`src/rtl/dsl_pkg.sv`:
```
package dsl_pkg;
  localparam int IDX_W = 8;

  typedef enum logic [1:0] {
    ST_IDLE = 2'd0,
    ST_RUN  = 2'd1,
    ST_DONE = 2'd2
  } run_state_e;
endpackage

```
`src/rtl/dsl_lfsr.sv`:
```
module dsl_lfsr #(
  parameter int          W    = 8,
  parameter logic [W-1:0] TAPS = 8'hB8,
  parameter logic [W-1:0] DEF  = 8'h01
) (
  input  logic         clk,
  input  logic         rst_n,
  input  logic         load,
  input  logic [W-1:0] seed,
  input  logic         step,
  output logic [W-1:0] state
);
  logic         feedback;
  logic [W-1:0] seed_fix;

  assign feedback = ^(state & TAPS);
  // an all-zero state would lock the register, so it is never loaded
  assign seed_fix = (seed == '0) ? DEF : seed;

  always_ff @(posedge clk) begin
    if (!rst_n) begin
      state <= DEF;
    end else if (load) begin
      state <= seed_fix;
    end else if (step) begin
      state <= {state[W-2:0], feedback};
    end
  end
endmodule

```
`src/rtl/dsl_rate_div.sv`:
```
module dsl_rate_div #(
  parameter int DIV = 4
) (
  input  logic clk,
  input  logic rst_n,
  input  logic clear,
  input  logic adv,
  output logic slow_step
);
  localparam int PH_W = (DIV > 1) ? $clog2(DIV) : 1;
  localparam logic [PH_W-1:0] PH_LAST = PH_W'(DIV - 1);

  generate
    if (DIV <= 1) begin : g_same_rate
      assign slow_step = adv;
    end else begin : g_divided
      logic [PH_W-1:0] phase;

      always_ff @(posedge clk) begin
        if (!rst_n || clear) begin
          phase <= '0;
        end else if (adv) begin
          phase <= (phase == PH_LAST) ? '0 : phase + 1'b1;
        end
      end

      assign slow_step = adv && (phase == PH_LAST);
    end
  endgenerate
endmodule

```
`src/rtl/dsl_run_ctrl.sv`:
```
module dsl_run_ctrl #(
  parameter int CNT_W = 16
) (
  input  logic             clk,
  input  logic             rst_n,
  input  logic             start,
  input  logic             seed_load,
  input  logic [CNT_W-1:0] pat_count,
  input  logic             pat_ready,
  output logic             pat_valid,
  output logic             done,
  output logic             adv,
  output logic             load_en,
  output logic             run_begin
);
  import dsl_pkg::*;

  run_state_e       state;
  logic [CNT_W-1:0] accepted;
  logic [CNT_W-1:0] limit;
  logic             fire;
  logic             last;

  assign pat_valid = (state == ST_RUN);
  assign done      = (state == ST_DONE);
  assign fire      = pat_valid && pat_ready;
  assign last      = (accepted == limit - 1'b1);
  // the final acceptance leaves the registers alone so the pattern holds
  assign adv       = fire && !last;
  assign load_en   = seed_load && (state != ST_RUN);
  assign run_begin = start && (state != ST_RUN);

  always_ff @(posedge clk) begin
    if (!rst_n) begin
      state    <= ST_IDLE;
      accepted <= '0;
      limit    <= '0;
    end else if (run_begin) begin
      limit    <= pat_count;
      accepted <= '0;
      state    <= (pat_count == '0) ? ST_DONE : ST_RUN;
    end else if (fire) begin
      if (last) begin
        state <= ST_DONE;
      end else begin
        accepted <= accepted + 1'b1;
      end
    end
  end
endmodule

```
`src/rtl/dsl_map.sv`:
```
module dsl_map #(
  parameter int FAST_W = 8,
  parameter int SLOW_W = 6,
  parameter int OUT_W  = 16,
  parameter logic [OUT_W-1:0] MAP_SLOW = 16'hFF00,
  parameter logic [OUT_W-1:0][dsl_pkg::IDX_W-1:0] MAP_IDX = '0
) (
  input  logic [FAST_W-1:0] fast_bits,
  input  logic [SLOW_W-1:0] slow_bits,
  output logic [OUT_W-1:0]  pat_data
);
  generate
    for (genvar i = 0; i < OUT_W; i++) begin : g_bit
      localparam int K = int'(MAP_IDX[i]);
      if (MAP_SLOW[i]) begin : g_slow
        assign pat_data[i] = slow_bits[K];
      end else begin : g_fast
        assign pat_data[i] = fast_bits[K];
      end
    end
  endgenerate
endmodule

```
`src/rtl/dualrate_tpg.sv`:
```
module dualrate_tpg #(
  parameter int FAST_W = 8,
  parameter int SLOW_W = 6,
  parameter int OUT_W  = 16,
  parameter int DIV    = 4,
  parameter int CNT_W  = 16,
  parameter logic [FAST_W-1:0] FAST_TAPS = 8'hB8,
  parameter logic [SLOW_W-1:0] SLOW_TAPS = 6'h30,
  parameter logic [FAST_W-1:0] FAST_DEF  = 8'h01,
  parameter logic [SLOW_W-1:0] SLOW_DEF  = 6'h01,
  parameter logic [OUT_W-1:0]  MAP_SLOW  = 16'hFF00,
  parameter logic [OUT_W-1:0][dsl_pkg::IDX_W-1:0] MAP_IDX = {
    8'd5, 8'd2, 8'd5, 8'd4, 8'd3, 8'd2, 8'd1, 8'd0,
    8'd7, 8'd6, 8'd5, 8'd4, 8'd3, 8'd2, 8'd1, 8'd0}
) (
  input  logic              clk,
  input  logic              rst_n,
  input  logic              start,
  input  logic              seed_load,
  input  logic [FAST_W-1:0] fast_seed,
  input  logic [SLOW_W-1:0] slow_seed,
  input  logic [CNT_W-1:0]  pat_count,
  output logic [OUT_W-1:0]  pat_data,
  output logic              pat_valid,
  input  logic              pat_ready,
  output logic              done
);
  logic              adv;
  logic              load_en;
  logic              run_begin;
  logic              slow_step;
  logic [FAST_W-1:0] fast_q;
  logic [SLOW_W-1:0] slow_q;

  dsl_run_ctrl #(.CNT_W(CNT_W)) u_ctrl (
    .clk(clk), .rst_n(rst_n), .start(start), .seed_load(seed_load),
    .pat_count(pat_count), .pat_ready(pat_ready), .pat_valid(pat_valid),
    .done(done), .adv(adv), .load_en(load_en), .run_begin(run_begin)
  );

  dsl_rate_div #(.DIV(DIV)) u_rate (
    .clk(clk), .rst_n(rst_n), .clear(run_begin), .adv(adv),
    .slow_step(slow_step)
  );

  dsl_lfsr #(.W(FAST_W), .TAPS(FAST_TAPS), .DEF(FAST_DEF)) u_fast (
    .clk(clk), .rst_n(rst_n), .load(load_en), .seed(fast_seed),
    .step(adv), .state(fast_q)
  );

  dsl_lfsr #(.W(SLOW_W), .TAPS(SLOW_TAPS), .DEF(SLOW_DEF)) u_slow (
    .clk(clk), .rst_n(rst_n), .load(load_en), .seed(slow_seed),
    .step(slow_step), .state(slow_q)
  );

  dsl_map #(
    .FAST_W(FAST_W), .SLOW_W(SLOW_W), .OUT_W(OUT_W),
    .MAP_SLOW(MAP_SLOW), .MAP_IDX(MAP_IDX)
  ) u_map (
    .fast_bits(fast_q), .slow_bits(slow_q), .pat_data(pat_data)
  );
endmodule

```
`config.mk`:
```
export PLATFORM = sky130hd
export DESIGN_NAME = dualrate_tpg
export DESIGN_NICKNAME = d
export VERILOG_FILES = /design/src/rtl/dsl_pkg.sv /design/src/rtl/dsl_lfsr.sv /design/src/rtl/dsl_rate_div.sv /design/src/rtl/dsl_run_ctrl.sv /design/src/rtl/dsl_map.sv /design/src/rtl/dualrate_tpg.sv
export SDC_FILE = /design/constraint.sdc
export NUM_CORES = 1
export LEC_CHECK = 0
export ABC_AREA = 1
export BUFFER_PORTS_ARGS = -buffer_cell sky130_fd_sc_hd__buf_2
export CAP_MARGIN = 0
export CORE_ASPECT_RATIO = 0.7
export CORE_MARGIN = 4
export CORE_UTILIZATION = 53
export CTS_BUF_LIST = sky130_fd_sc_hd__clkbuf_2
export DETAILED_ROUTE_END_ITERATION = 8
export PLACE_DENSITY = 0.79
export SKIP_CTS_REPAIR_TIMING = 1
export SLEW_MARGIN = 10
export SYNTH_ARGS = -nofsm -noshare
export SYNTH_HDL_FRONTEND = slang
export SYNTH_SLANG_ARGS = --single-unit
```
`constraint.sdc`:
```
create_clock -name clk -period 2.1 [get_ports clk]
set_input_delay 0.21 -clock clk [delete_from_list [all_inputs] [get_ports clk]]
set_output_delay 0.21 -clock clk [all_outputs]
set_load 0.1 [all_outputs]
```
### Word-level counts from Yosys, hierarchy flattened

Cells that the tools add are included.

| storage, ports and cells | value |
|---|---|
| flip-flop bits (word level) | 50 |
| word-level logic and storage cells | 47 |
| output and inout bits | 18 |
| input bits | 35 |

| cells by class | value |
|---|---|
| bitwise operators | 2 |
| eq/ne operators | 5 |
| multiplexer cells | 11 |
| reductions and logical operators | 20 |
| $add $sub $neg | 3 |

Operators with widths:

| cell | number |
|---|---|
| 8-bit two-way mux | 3 |
| 6-bit two-way mux | 3 |
| 16-bit by 1-bit adder with 16-bit output, second input constant | 1 |
| 16-bit equality test | 1 |
| 16-bit zero test | 1 |
| 16-bit by 1-bit subtractor with 16-bit output, second input constant | 1 |
| 2-bit two-way mux | 5 |
| 8-bit zero test | 1 |
| 2-bit nonzero test | 4 |
| 8-bit parity | 1 |
| 6-bit zero test | 1 |
| 6-bit parity | 1 |
| 1-bit logical AND | 5 |
| 2-bit equality test, second input constant | 2 |
| 2-bit AND reduction | 2 |
| 2-bit by 1-bit adder with 2-bit output, second input constant | 1 |
| 2-bit by 1-bit equality test with 1-bit output, second input constant | 1 |
| 1-bit zero test | 2 |
| 2-bit by 1-bit inequality test with 1-bit output, second input constant | 1 |
| 1-bit inverter | 2 |
| 2-bit OR reduction | 1 |
| 1-bit logical OR | 1 |

### Longest topological paths before layout

| depth | value |
|---|---|
| depth in word-level cells | 7 |
| gate-level depth with buffers | 16 |
| mapped depth without buffers | 16 |

### Cells and area by module

Synthesis repeated with hierarchy kept, for this count alone.

| second synthesis, totals | value |
|---|---|
| cells, all modules | 524 |
| area, all modules | 3,472.1 sq um |

By module, submodules not included:

| module | instances | cells an instance | area each (sq um) | seq. area each (sq um) |
|---|---|---|---|---|
| dsl_run_ctrl | 1 | 382 | 2,432.3 | 680.7 |
| dsl_lfsr at u_fast | 1 | 66 | 486.7 | 160.2 |
| dsl_lfsr at u_slow | 1 | 44 | 324.1 | 120.1 |
| dsl_map | 1 | 16 | 120.1 | 0.0 |
| dsl_rate_div | 1 | 16 | 108.9 | 40.0 |

### Least setup slack after synthesis

No wires, ideal clock.

| path | value |
|---|---|
| path type | register -> register |
| start point | register u_ctrl.limit[0] |
| end point | register u_ctrl.accepted[1] |
| path buffers | 1 |
| setup time | 0.116 ns |
| arrival | 1.751 ns |
| stages on the path, launching flop included | 15 |
| setup slack | 0.234 ns |
| data required time | 1.984 ns |
| clock period less this slack | 1.866 ns |
| cells stage by stage | dfxtp_1 inv_1 ha_1 nand2_1 nor2_2 nand3_1 nand2_1 nand3_1 nor2_1 nand3_2 nand2_4 inv_2 buf_6 nor2_1 nor2_1 |

| between the ends | value |
|---|---|
| word-level cells in the longest chain between the ends | 4 |

Ends and longest elaborated chain:

| what | line | text |
|---|---|---|
| from (decl) | dsl_run_ctrl.sv:20 | `logic [CNT_W-1:0] limit;` |
| from (signal assigned) | dsl_run_ctrl.sv:39 | `limit <= pat_count;` |
| 16-bit by 1-bit subtractor with 16-bit output | dsl_run_ctrl.sv:27 | `assign last = (accepted == limit - 1'b1);` |
| 16-bit equality test | dsl_run_ctrl.sv:27 |  |
| 1-bit inverter (no line) | -- |  |
| 2-bit AND reduction (no line) | -- |  |
| to (signal assigned) | dsl_run_ctrl.sv:46 | `accepted <= accepted + 1'b1;` |
| to (decl) | dsl_run_ctrl.sv:19 | `logic [CNT_W-1:0] accepted;` |

No other way between the ends.
A chain may end at the register's enable or synchronous reset.

### Worst setup path in the final report

| path | value |
|---|---|
| start point | register u_ctrl.limit[2] |
| end point | register u_ctrl.accepted[0] |

Same word-level chain as after synthesis.

==> results.md <==
- Status: finished, final reports clean
- Most common cell after layout, fill and taps aside: nand2_1
- Total Nets Final: 621
- CTS H-tree depth: 2
- Minimum clock period: 2070 ps
- Port Buffers: 52
- # DRC: 0
- Antenna violations before repair: 0
- Num CTS Buffers: 5
- Max-cap violations: 0
- Skew-Pair Late Insertion Delay: 450 ps
- DR iter-0 viols: 294
- CTS clk-pin slew, worst paths: 260 ps
- Maximum vdd ir drop: 0.000419 V
- Die ar.: 7440 sq um
- CP Max Fanout: 8
- CP delay by family, top: simple AND/OR/NAND/NOR gates
- Core Area: 5810 sq um
- Seq pwr share: 0.420
- Hold EP: u_ctrl.limit[6]
- Final setup viols: 0
- Setup TNS: 0 ps
- Total power: 2.57 mW
- DR pass1 iterations: 5
- WS Path Type: reg -> reg
- CTS tree: yes
- Rel. slew slack: 0.585
- Mapped Cells: 521
- Reg2Reg Capture Point: u_ctrl.accepted[0]
- Final Worst Setup Slack: 27.3 ps
- Post-Route M1 WL: 4220 microns
- Max Fclk: 0.482 GHz
- Psw: 1.06 mW
- Cell Rows: 23
- Seq cells post-synth: 50
- Tcrit/Tclk final: 0.987
- Slowest Stage Delay on Critical Path: 430 ps
- Critical Path RT: 2480 ps
- Worst r2r src: u_ctrl.limit[2]
- Post-synthesis area per instance: 6.21 sq um
- CP Cell Sequence: nor2_4 -> nand2_8 -> nor2_4 -> buf_12 -> nand4_1 -> nand3_1 -> nor2_1 -> nand3_2 -> nand2_4 -> buf_6 -> or2_1 -> a21oi_1
- Internal: 1.51 mW
- Setup slack on the worst flop-to-flop path: 30 ps
- Met2 WL: 4170 microns
- Clock Sink Count: 50
- Uppermost routed layer: met4
- DR WL met3: 614 microns
- CP startpoint kind: register
- Hold path depth: 3
- WL per Instance: 13.8 microns
- GRT Total Usage: 0.228
- Power Dens Cells: 657 nW/um^2
- Area grow syn2layout: 20.7%
- CP Capture Type: register
- Die Y-Extent: 73.4 microns
- CP most frequent cell: nor2_4
- Number of fill cells: 502
- Net count after synthesis: 559
- Share of cells above drive strength 1: 0.223
- Data arrival, critical path: 2450 ps
- Pre-CTS setup slack: 49.8 ps
- R2R cell count: 12
- Slew @ Worst Pin: 617 ps
- Top cell type's share of synthesized area: 0.309
- Area leader, netlist: dfxtp_1
- CP startpoint: u_ctrl.limit[2]
- HP Start: pat_count[6]
- Hold crit path type: in -> reg
- Switching share of total power: 0.412
- Largest net degree at the start of global routing: 36
- Commonest non-fill, non-tap cells in the layout: 133 x nand2_1, 59 x inv_1, 57 x nor2_1, 53 x buf_2, 42 x dfxtp_1
- Post-synthesis sequential area ratio: 0.309
- N_diodes: 0
- Setup Skew: 27.2 ps
- CP bufs+invs: 2
- Count of unique library cells instantiated by Yosys: 31
- Synth warnings: 0
- Routed Antenna Nets: 0
- Io pins: 53
- Gr ovfl total: 0
- P_leak: 1.80 nW
- Die W: 101 microns
- Max-slew violation count: 0
- Routability cong.: 1.02
- Number of global-route vias before repair: 2950
- DR vias/cell: 5.36
- Dominant cells by area after synthesis: dfxtp_1 31%, nand2_1 16%, nor2_1 7.5%, inv_1 7.4%, nand3_1 7.0%
- Mapped Area: 3240 sq um
- Via count: 3534
- Unrepaired setup endpoints after global routing: yes
- Initial Utilization: 0.557
- DRT Wirelength: 9070 microns
- First-pass GRT wire length: 13700 microns
- Power share of the clock group: 0.204
- Max Root-Sink Buffers: 2
- Slowest stage cell, crit path: dfxtp_4
- Count of final hold-check violations: 0
- HPWL after DPL: 6610 microns
- Clk root buf: clkbuf_2
- Combinational Power Share: 0.377
-- area by class of cell --
cell class	instances	area [sq um]	share of cell area
clock inverter	2	37.5	0.00961
sequential	50	1020	0.261
multi-input combinational	390	2040	0.522
timing repair buffer	70	435	0.111
inverter	66	250	0.0641
clock buffer	6	30.0	0.00769
tap	75	93.8	0.0240
-- per-layer routing --
layer  vias to the layer above  GRT usage
li1                       1776          -
met1                      1640      0.346
met2                       108      0.339
met3                        10     0.0417
met4                         0     0.0413
met5                         -          0
-- worst max path at each step --
stage               slack (ps)  depth (start not counted)                 end
finish                      30                         12  u_ctrl.accepted[0]
CTS                         -9                         14  u_ctrl.accepted[4]
floorplan                  230                         14  u_ctrl.accepted[1]
detailed placement          50                         15  u_ctrl.accepted[2]
global placement           100                         15  u_ctrl.accepted[6]
global route               -70                         14  u_ctrl.accepted[2]
-- sequential cells by signal, summed over array words and instances, names as in the netlist --
| signal | flops |
|---|---|
| u_rate.g_divided.phase | 2 |
| u_ctrl.state | 2 |
| u_slow.state | 6 |
| u_fast.state | 8 |
| u_ctrl.accepted | 16 |
| u_ctrl.limit | 16 |
-- worst min-delay path, stage by stage --
cell and delay, ps:
buf_2 90, o21ai_0 80, nor2_1 80
-- synth_stat cells (all sizes together) --
master / count
nor3: 4
dfxtp: 50
xor2: 15
and2: 1
nor2: 72
buf: 6
nand4: 6
nand3b: 1
nand2: 144
a41oi: 1
or2: 2
o211ai: 1
o21ai: 31
clkbuf: 10
xnor2: 15
clkinv: 1
a21oi: 37
ha: 3
nand3: 46
nor4: 7
inv: 65
o21bai: 3
-- logic make-up (layout without fill, tap and decap cells) --
| family | Yosys count | count (layout) | share of synthesized area |
|---|---|---|---|
| buf+inv | 82 | 144 | 0.106 |
| simple gates | 283 | 284 | 0.375 |
| flops | 50 | 50 | 0.309 |
| fa+ha+maj | 3 | 3 | 0.0116 |
| xor+xnor | 30 | 30 | 0.0812 |
| compound gates | 73 | 73 | 0.117 |
-- metrics by stage --
stage	hold slack, ps	area (sq um)	utilization	instances
after floorplan	377	3240	-	521
after global placement	474	3580	0.616	642
after detailed placement	484	3580	0.616	642
after CTS	10.8	3650	0.628	650
after global routing	17.2	3910	0.672	659
final	16.2	3910	0.672	659
-- power by group through the flow --
stage	Clock, mW	Sequential, mW	Combinational [mW]
CTS	0.527	1.07	0.841
global placement	0	1.08	0.824
finish	0.523	1.08	0.968
global route	0.573	1.09	1.05
floorplan	0	1.26	0.486
detailed placement	0	1.08	0.836
Power figures use the tool's default switching activity.
